### src/rtl/los_pkg.sv
// Package: shared types for the receive loss-of-signal detector.
// Assumes: the clock source code is decoded by downstream clock muxing.
package los_pkg;
    typedef enum logic [1:0] {
        CLK_RECOVERED = 2'd0,
        CLK_AUX       = 2'd1,
        CLK_CENTERED  = 2'd2,
        CLK_NONE      = 2'd3
    } clk_src_e;
endpackage

### src/rtl/zero_run_counter.sv
// Module: zero_run_counter
// Counts consecutive received zeros on enabled cycles and saturates at LIMIT.
// A pulse restarts the run. limit_hit flags the cycle whose zero completes the run.
// Assumes: en is a one-cycle strobe per received bit; LIMIT >= 2.
module zero_run_counter #(
    parameter int LIMIT = 175,
    parameter int CW    = $clog2(LIMIT + 1)
) (
    input  logic          clk,
    input  logic          rst_n,
    input  logic          en,
    input  logic          pulse,
    output logic [CW-1:0] run_len,
    output logic          limit_hit
);
    localparam logic [CW-1:0] LAST = CW'(LIMIT - 1);
    localparam logic [CW-1:0] TOP  = CW'(LIMIT);

    // Purpose: flag that this enabled zero reaches (or stays at) the limit.
    always_comb begin
        limit_hit = en && !pulse && (run_len >= LAST);
    end

    // Purpose: advance, restart or hold the saturating zero run.
    always_ff @(posedge clk) begin
        if (!rst_n) begin
            run_len <= '0;
        end else if (en) begin
            if (pulse) begin
                run_len <= '0;
            end else if (run_len < TOP) begin
                run_len <= run_len + 1'b1;
            end
        end
    end
endmodule

### src/rtl/los_state.sv
// Module: los_state
// Holds the loss-of-signal flag. Reset sets it, a completed zero run sets it,
// and the first enabled pulse clears it. los_nxt exposes the value for the next edge.
// Assumes: synchronous active-low reset.
module los_state (
    input  logic clk,
    input  logic rst_n,
    input  logic en,
    input  logic pulse,
    input  logic limit_hit,
    output logic los,
    output logic los_nxt
);
    // Purpose: next-state decision for the flag.
    always_comb begin
        los_nxt = los;
        if (en) begin
            if (pulse) begin
                los_nxt = 1'b0;
            end else if (limit_hit) begin
                los_nxt = 1'b1;
            end
        end
    end

    // Purpose: flag register, set by reset.
    always_ff @(posedge clk) begin
        if (!rst_n) begin
            los <= 1'b1;
        end else begin
            los <= los_nxt;
        end
    end
endmodule

### src/rtl/rail_gate.sv
// Module: rail_gate
// Registers the recovered rails on enabled cycles, forcing them low when the
// flag will be set after this edge. Produces the single-rail OR as well.
// Assumes: rail bit 0 is positive, bit 1 is negative.
module rail_gate #(
    parameter int RAILS = 2
) (
    input  logic             clk,
    input  logic             rst_n,
    input  logic             en,
    input  logic [RAILS-1:0] rails_in,
    input  logic             kill,
    output logic [RAILS-1:0] rails_out,
    output logic             merged_out
);
    for (genvar g = 0; g < RAILS; g++) begin : g_rail
        // Purpose: one gated rail register.
        always_ff @(posedge clk) begin
            if (!rst_n) begin
                rails_out[g] <= 1'b0;
            end else if (en) begin
                rails_out[g] <= rails_in[g] & ~kill;
            end
        end
    end

    // Purpose: single-rail register, the OR of all gated rails.
    always_ff @(posedge clk) begin
        if (!rst_n) begin
            merged_out <= 1'b0;
        end else if (en) begin
            merged_out <= (|rails_in) & ~kill;
        end
    end
endmodule

### src/rtl/src_select.sv
// Module: src_select
// Picks the downstream clock source code. Outside loss of signal it picks the
// recovered clock. During loss of signal it prefers the auxiliary reference,
// then the centered oscillator, and otherwise reports no source.
// Assumes: presence flags are already synchronous to clk.
module src_select
    import los_pkg::*;
(
    input  logic     los,
    input  logic     aux_ok,
    input  logic     xtal_ok,
    output clk_src_e sel
);
    // Purpose: priority choice of the clock source.
    always_comb begin
        if (!los) begin
            sel = CLK_RECOVERED;
        end else if (aux_ok) begin
            sel = CLK_AUX;
        end else if (xtal_ok) begin
            sel = CLK_CENTERED;
        end else begin
            sel = CLK_NONE;
        end
    end
endmodule

### src/rtl/rx_los_detector.sv
// Module: rx_los_detector (top)
// Declares loss of signal after ZERO_LIMIT consecutive recovered zeros or after
// reset, gates the data outputs low while declared, and selects the clock source.
// Assumes: rclk_en strobes once per recovered bit; synchronous active-low reset.
module rx_los_detector #(
    parameter int ZERO_LIMIT = 175
) (
    input  logic       clk,
    input  logic       rst_n,
    input  logic       rclk_en,
    input  logic       rx_pos,
    input  logic       rx_neg,
    input  logic       aux_ok,
    input  logic       xtal_ok,
    output logic       los,
    output logic       pos_out,
    output logic       neg_out,
    output logic       data_out,
    output logic [1:0] clk_sel
);
    import los_pkg::*;

    localparam int CW = $clog2(ZERO_LIMIT + 1);

    logic          pulse;
    logic [CW-1:0] run_len;
    logic          limit_hit;
    logic          los_nxt;
    logic [1:0]    rails_q;
    clk_src_e      sel_e;

    // Purpose: a mark on either rail counts as a pulse.
    always_comb begin
        pulse = rx_pos | rx_neg;
    end

    zero_run_counter #(.LIMIT(ZERO_LIMIT), .CW(CW)) u_run (
        .clk(clk), .rst_n(rst_n), .en(rclk_en), .pulse(pulse),
        .run_len(run_len), .limit_hit(limit_hit)
    );

    los_state u_state (
        .clk(clk), .rst_n(rst_n), .en(rclk_en), .pulse(pulse),
        .limit_hit(limit_hit), .los(los), .los_nxt(los_nxt)
    );

    rail_gate #(.RAILS(2)) u_gate (
        .clk(clk), .rst_n(rst_n), .en(rclk_en),
        .rails_in({rx_neg, rx_pos}), .kill(los_nxt),
        .rails_out(rails_q), .merged_out(data_out)
    );

    src_select u_sel (
        .los(los), .aux_ok(aux_ok), .xtal_ok(xtal_ok), .sel(sel_e)
    );

    // Purpose: map internal values to the plain output ports.
    always_comb begin
        pos_out = rails_q[0];
        neg_out = rails_q[1];
        clk_sel = sel_e;
    end

    // Run length is only consumed through limit_hit; keep it visible for debug.
    logic run_unused;
    always_comb run_unused = ^run_len;
endmodule

### config.mk
export PLATFORM = sky130hd
export DESIGN_NAME = rx_los_detector
export DESIGN_NICKNAME = d
export VERILOG_FILES = /design/src/rtl/los_pkg.sv /design/src/rtl/zero_run_counter.sv /design/src/rtl/los_state.sv /design/src/rtl/rail_gate.sv /design/src/rtl/src_select.sv /design/src/rtl/rx_los_detector.sv
export SDC_FILE = /design/constraint.sdc
export NUM_CORES = 1
export LEC_CHECK = 0
export CORE_AREA = 4 4 41 43
export CTS_CLUSTER_DIAMETER = 80
export DETAILED_ROUTE_END_ITERATION = 6
export DIE_AREA = 0 0 45 47
export GPL_TIMING_DRIVEN = 0
export PLACE_DENSITY_LB_ADDON = 0.12
export REMOVE_ABC_BUFFERS = 1
export SKIP_CTS_REPAIR_TIMING = 1
export SYNTH_ARGS = -nofsm -noshare
export SYNTH_HDL_FRONTEND = slang
export SYNTH_SLANG_ARGS = --single-unit
export TNS_END_PERCENT = 50
### constraint.sdc
create_clock -name clk -period 3.5 [get_ports clk]
set_input_delay 0.35 -clock clk [delete_from_list [all_inputs] [get_ports clk]]
set_output_delay 0.35 -clock clk [all_outputs]
set_load 0.02 [all_outputs]
==> results.sh, run 1 <==
export IMPL_outcome="complete, no violations"
export IMPL_dieWidth_um=45
export IMPL_drv_cap=0
export IMPL_period_needed_ns=1.99
export IMPL_yosys_top_cells_area="dfxtp_1, nand3_1, ha_1"
export IMPL_place_gp_congestion=0.828
export IMPL_post_synth_top_count_cell="dfxtp_1"
export IMPL_core_um2=1300
export IMPL_ys_seq_area_share_pct=39.5
export IMPL_io_buffers=12
export IMPL_n_fill_cell=128
export IMPL_synth_top_area_cell="dfxtp_1"
export IMPL_area_growth_pct=27.6
export IMPL_slew_limit_headroom_pct=75.9
export IMPL_r2r_end="u_run.run_len[5]$_SDFFE_PN0P_"
export IMPL_clock_path_buffers=2
export IMPL_cts_root_buf="clkbuf_4"
export IMPL_global_route_usage_total_pct=13.4
export IMPL_rrSetupSlack_ns=1.77
export IMPL_crit_path_max_fanout=2
export IMPL_final_nets=94
export IMPL_cts_htree_levels=1
export IMPL_ir_drop_mv=0.233
export IMPL_vias=517
export IMPL_synth_edf_count=0
export IMPL_num_io_pins=13
export IMPL_gr_total_overflow=0
export IMPL_clock_skew_ns=0.00191
export IMPL_worstPathRequired_ns=3.15
export IMPL_maxSlewViolCount=0
export IMPL_grt_max_degree=10
export IMPL_clk_pin_slew_ns=0.08
export IMPL_drc=0
export IMPL_yosysWarnings=0
export IMPL_final_cells=99
export IMPL_detail_route_antenna_nets=0
export IMPL_tns_ns=0
export IMPL_cellLeakagePower_nw=0.293
export IMPL_power_density_nw_per_um2=382
export IMPL_drive_gt1_share_pct=7.14
export IMPL_yosys_top_cells_count="dfxtp_1, nand2_1, nand3_1, nor2_1"
export IMPL_synthCells=69
export IMPL_drtIter0Drc=3
export IMPL_synth_top_area_share_pct=39.5
export IMPL_drtPass1Iterations=4
export IMPL_crit_path_end_kind="output pin"
export IMPL_die_h_um=47
export IMPL_wirelength_um=1180
export IMPL_hp_class="reg -> reg"
export IMPL_cts_tree="yes"
export IMPL_layout_setup_ws_ns=1.51
export IMPL_start_util_pct=46.7
export IMPL_worst_slew_pin_transition_ns=0.360
export IMPL_synth_main_ff_cell="dfxtp_1"
export IMPL_first_global_vias=494
export IMPL_synth_area_um2=608
export IMPL_ys_ff_latch=12
export IMPL_place_ws_ns=1.39
export IMPL_path_cells="clkdlybuf4s50_1 -> inv_1 -> a21boi_0 -> clkdlybuf4s50_1"
export IMPL_clk_latency_ns=0.28
export IMPL_cp_slowest_stage_delay_ns=0.62
export IMPL_fmax_ghz=0.503
export IMPL_hold_viol_final=0
export IMPL_critPathSlowestCell="clkdlybuf4s50_1"
export IMPL_wire_per_inst_um=11.9
export IMPL_r2r_start="u_run.run_len[1]$_SDFFE_PN0P_"
export IMPL_ys_types=29
export IMPL_route_detailed_vias_per_inst=5.22
export IMPL_crit_type="in -> out"
export IMPL_dieArea_um2=2120
export IMPL_dp_cells=95
export IMPL_dp_final_hpwl_um=878
export IMPL_critPathLaunchType="primary input"
export IMPL_crit_path_end="clk_sel[0]"
export IMPL_critPathLaunch="aux_ok"
export IMPL_cts_sinks=12
export IMPL_rr_worst_depth=5
export IMPL_async_flop_share_pct=0
export IMPL_antenna_found_initial=0
export IMPL_rsz0062_at_grt="false"
export IMPL_diodes=0
export IMPL_syn_avg_cell_area_um2=8.81
export IMPL_cp_arrival_ns=1.64
export IMPL_grt_pass1_wl_um=1980
export IMPL_rows=13
export IMPL_post_route_period_util_pct=56.8
export IMPL_cts_buffers=3
export IMPL_finalSetupViolCount=0
export IMPL_critPathMostFrequentCell="clkdlybuf4s50_1"
==> sequential cells by signal (all words and copies together), names as in the netlist <==
| register | flops |
|---|---|
| u_gate.merged_out | 1 |
| u_state.los | 1 |
| u_run.run_len | 8 |
| u_gate.rails_out | 2 |
==> logic make-up (layout without fill, tap and decap cells) <==
kind of cell               count (synthesis)  after routing  synth area share [%]
muxes                                      2              2                  3.29
buffers and inverters                      4             19                  3.09
and+or+nand+nor                           30             30                  26.5
xor gates and xnor gates                   4              4                  5.76
AOI/OAI and AO/OA                         15             15                  17.7
adders and majority gates                  2              2                  4.11
DFF                                       12             12                  39.5
==> cells in the final DEF, fill, tap and decap left out, types with 2 or more instances in the layout <==
cell              n
or3_1             2
mux2i_1           2
nand3_1           6
a21boi_0          2
inv_1             3
or4_1             2
nand2_1           6
o211ai_1          2
nand2b_1          2
ha_1              2
o21ai_0           2
clkbuf_4          3
clkdlybuf4s50_1  12
dfxtp_1          12
nor2_1            5
a21oi_1           2
nor2b_1           3
xnor2_1           2
xor2_1            2
==> worst max-delay path: cells and delay by family <==
family / cells / cell delay (ns)
AO/OA/AOI/OAI: 1 / 0.14
buffers and inverters: 3 / 1.14
==> metrics by stage <==
| stage | hold WS (ns) | area (µm²) | total power, W | utilization [%] |
|---|---|---|---|---|
| global placement | 0.470 | 739 | 0.000187 | 56.8 |
| finish | 0.481 | 776 | 0.000296 | 59.6 |
| CTS | 0.485 | 776 | 0.000301 | 59.6 |
| global route | 0.516 | 776 | 0.000312 | 59.6 |
| floorplan | 0.439 | 601 | 0.000165 | - |
| detailed placement | 0.472 | 739 | 0.000187 | 56.8 |
==> layer usage <==
layer,global-route usage (%),part of all wire [%]
met1,15.6,49
met2,20.9,43
met4,8.77,2.3
met5,0,0
met3,4.60,6.4
==> final cells by class <==
type,instances,area (µm²),share of cell area [%]
multi-input cells,53,349,45.0
flip-flops and latches,12,240,31.0
repair buffers,12,120,15.5
clock buffers,4,36.3,4.68
well taps,15,18.8,2.42
inverters,3,11.3,1.45
==> worst min path at each step <==
stage | from | endpoint | cells past startpoint
finish | u_gate.merged_out$_SDFFE_PN0P_ | u_gate.merged_out$_SDFFE_PN0P_ | 2
detailed placement | u_gate.merged_out$_SDFFE_PN0P_ | u_gate.merged_out$_SDFFE_PN0P_ | 2
global route | u_gate.merged_out$_SDFFE_PN0P_ | u_gate.merged_out$_SDFFE_PN0P_ | 2
CTS | u_gate.merged_out$_SDFFE_PN0P_ | u_gate.merged_out$_SDFFE_PN0P_ | 2
global placement | u_gate.merged_out$_SDFFE_PN0P_ | u_gate.merged_out$_SDFFE_PN0P_ | 2
floorplan | rst_n | u_state.los$_SDFF_PN1_ | 1
==> power by group <==
part	total, W	internal [W]	switching (W)
sequential	0.000143	0.000140	0.00000301
combinational	0.0000399	0.0000202	0.0000197
clock	0.000113	0.0000633	0.0000498
Note: power is estimated with default switching activity, not from simulation.
==> inputs of run 2 (changes only) <==
CORE_AREA = default   (was 4 4 41 43)
CORE_MARGIN = 4   (was default)
CORE_UTILIZATION = 42   (was default)
DIE_AREA = default   (was 0 0 45 47)
clock period = 1.7 ns   (was 3.5 ns; I/O delays follow)
==> run 2 against run 1 <==
First-iteration DRC count rose to 2.7 times the previous value. Via count rose by 3.9%. Count of clock-buffer cells in the layout fell by 1. Power rose by 85%. Die area rose by 0.26%. Sequential power rose by 110%. Hold slack improved by 0.021 ns. Clock power rose by 49%. Critical path depth rose by 1. Clock skew rose by 0.0019 ns. Cell area rose by 4.4%. Global-route usage rose by 0.22 points. Critical path type is now reg -> reg. Largest cell class unchanged. Highest routed layer unchanged.
==> results.sh, run 2 (synthesis gave the netlist of run 1 again) <==
export IMPL_antenna_found_initial=0
export IMPL_first_global_vias=468
export IMPL_final_nets=94
export IMPL_fmax_ghz=0.603
export IMPL_io_buffers=12
export IMPL_hp_class="reg -> reg"
export IMPL_wirelength_um=1340
export IMPL_drv_cap=0
export IMPL_n_fill_cell=129
export IMPL_cts_tree="yes"
export IMPL_utilization_pct=60.7
export IMPL_final_cells=98
export IMPL_worstPathRequired_ns=1.91
export IMPL_r2r_start="u_run.run_len[7]$_SDFFE_PN0P_"
export IMPL_vias=537
export IMPL_dp_final_hpwl_um=908
export IMPL_slew_limit_headroom_pct=70.9
export IMPL_post_route_period_util_pct=97.6
export IMPL_clock_path_buffers=2
export IMPL_largest_reg_flops=8
export IMPL_gr_total_overflow=0
export IMPL_grt_pass1_wl_um=2050
export IMPL_outcome="complete, no violations"
export IMPL_rows=13
export IMPL_power_density_nw_per_um2=679
export IMPL_rr_worst_depth=5
export IMPL_place_gp_congestion=0.820
export IMPL_cts_htree_levels=1
export IMPL_crit_path_max_fanout=6
export IMPL_cp_slowest_stage_delay_ns=0.52
export IMPL_num_io_pins=13
export IMPL_path_cells="nor4bb_2 -> a32oi_4 -> o21ai_4 -> or4_1 -> nand2_1"
export IMPL_drive_gt1_share_pct=16.9
export IMPL_start_util_pct=45.6
export IMPL_cts_root_buf="clkbuf_4"
export IMPL_reg_top3="u_run.run_len: 8 flops, u_gate.rails_out: 2 flops"
export IMPL_period_needed_ns=1.66
export IMPL_dp_cells=95
export IMPL_detail_route_antenna_nets=0
export IMPL_crit_path_end_kind="flop"
export IMPL_hold_end="u_gate.merged_out$_SDFFE_PN0P_"
export IMPL_tns_ns=0
export IMPL_clk_latency_ns=0.27
export IMPL_hold_path_depth=2
export IMPL_core_um2=1330
export IMPL_crit_type="reg -> reg"
export IMPL_wire_per_inst_um=13.7
export IMPL_grt_max_degree=10
export IMPL_finalSetupViolCount=0
export IMPL_final_common_cell="clkdlybuf4s50_1"
export IMPL_hold_viol_final=0
export IMPL_clock_skew_ns=0.00379
export IMPL_rrSetupSlack_ns=0.04
export IMPL_drtPass1Iterations=4
export IMPL_clk_pin_slew_ns=0.07
export IMPL_cp_arrival_ns=1.87
export IMPL_die_h_um=46.1
export IMPL_r2r_end="u_run.run_len[3]$_SDFFE_PN0P_"
export IMPL_global_route_usage_total_pct=13.6
export IMPL_power_total_w=0.000550
export IMPL_maxSlewViolCount=0
export IMPL_cts_buffers=3
export IMPL_top_register="u_run.run_len"
export IMPL_critPathSlowestCell="or4_1"
export IMPL_critPathLaunchType="flop"
export IMPL_worst_slew_pin_transition_ns=0.435
export IMPL_route_detailed_vias_per_inst=5.48
export IMPL_hp_start="u_gate.merged_out$_SDFFE_PN0P_"
export IMPL_area_growth_pct=33.1
export IMPL_diodes=0
export IMPL_dieWidth_um=46.1
export IMPL_final_cell_mix="clkdlybuf4s50_1, dfxtp_1, nand3_1"
export IMPL_dieArea_um2=2120
export IMPL_cellLeakagePower_nw=0.295
export IMPL_drtIter0Drc=8
export IMPL_cts_sinks=12
export IMPL_drc=0
export IMPL_ir_drop_mv=0.617
run 2: worst max-delay path by stage:
stage | from | to | slack [ns] | depth (start not counted)
global placement | rx_neg | u_run.run_len[3]$_SDFFE_PN0P_ | -0.26 | 6
detailed placement | rx_neg | u_run.run_len[3]$_SDFFE_PN0P_ | -0.25 | 6
floorplan | u_run.run_len[1]$_SDFFE_PN0P_ | u_run.run_len[5]$_SDFFE_PN0P_ | 0.14 | 5
CTS | u_run.run_len[0]$_SDFFE_PN0P_ | u_run.run_len[3]$_SDFFE_PN0P_ | -0.03 | 5
global route | u_run.run_len[7]$_SDFFE_PN0P_ | u_run.run_len[2]$_SDFFE_PN0P_ | -0.05 | 5
finish | u_run.run_len[7]$_SDFFE_PN0P_ | u_run.run_len[3]$_SDFFE_PN0P_ | 0.04 | 5
run 2: layer usage:
layer / vias up / wire length (µm) / GRT usage (%)
met5: - / 0 / 0
met4: 0 / 12 / 5.11
met3: 2 / 78 / 5.86
met2: 13 / 654 / 20.1
met1: 245 / 593 / 17.5
li1: 277 / - / -
run 2: critical path, delay by kind of cell, from the launching register on:
kind | cells | cell delay (ns)
flip-flops | 1 | 0.37
AND/OR/NAND/NOR | 3 | 0.81
AO/OA/AOI/OAI | 2 | 0.41
run 2: area by class of cell:
| class | count | area (µm²) | area share, % |
|---|---|---|---|
| Inverter | 3 | 11.3 | 1.39 |
| Clock buffer | 3 | 22.5 | 2.78 |
| Tap cell | 15 | 18.8 | 2.32 |
| Timing Repair Buffer | 12 | 123 | 15.1 |
| Multi-Input combinational cell | 53 | 389 | 48.1 |
| Sequential cell | 12 | 245 | 30.3 |
run 2: per-stage QoR:
step | cell area, µm² | hold slack [ns] | worst slack (ns)
CTS | 762 | 0.502 | -0.0269
floorplan | 601 | 0.259 | 0.135
global placement | 739 | 0.471 | -0.257
global route | 810 | 0.547 | -0.0475
detailed placement | 739 | 0.492 | -0.250
finish | 810 | 0.502 | 0.0414
run 2: where the power goes:
part	internal (W)	switching [W]	leakage, nW
Combinational	0.0000423	0.0000424	0.182
Clock	0.0000820	0.0000864	0.0138
Sequential	0.000290	0.00000668	0.0997
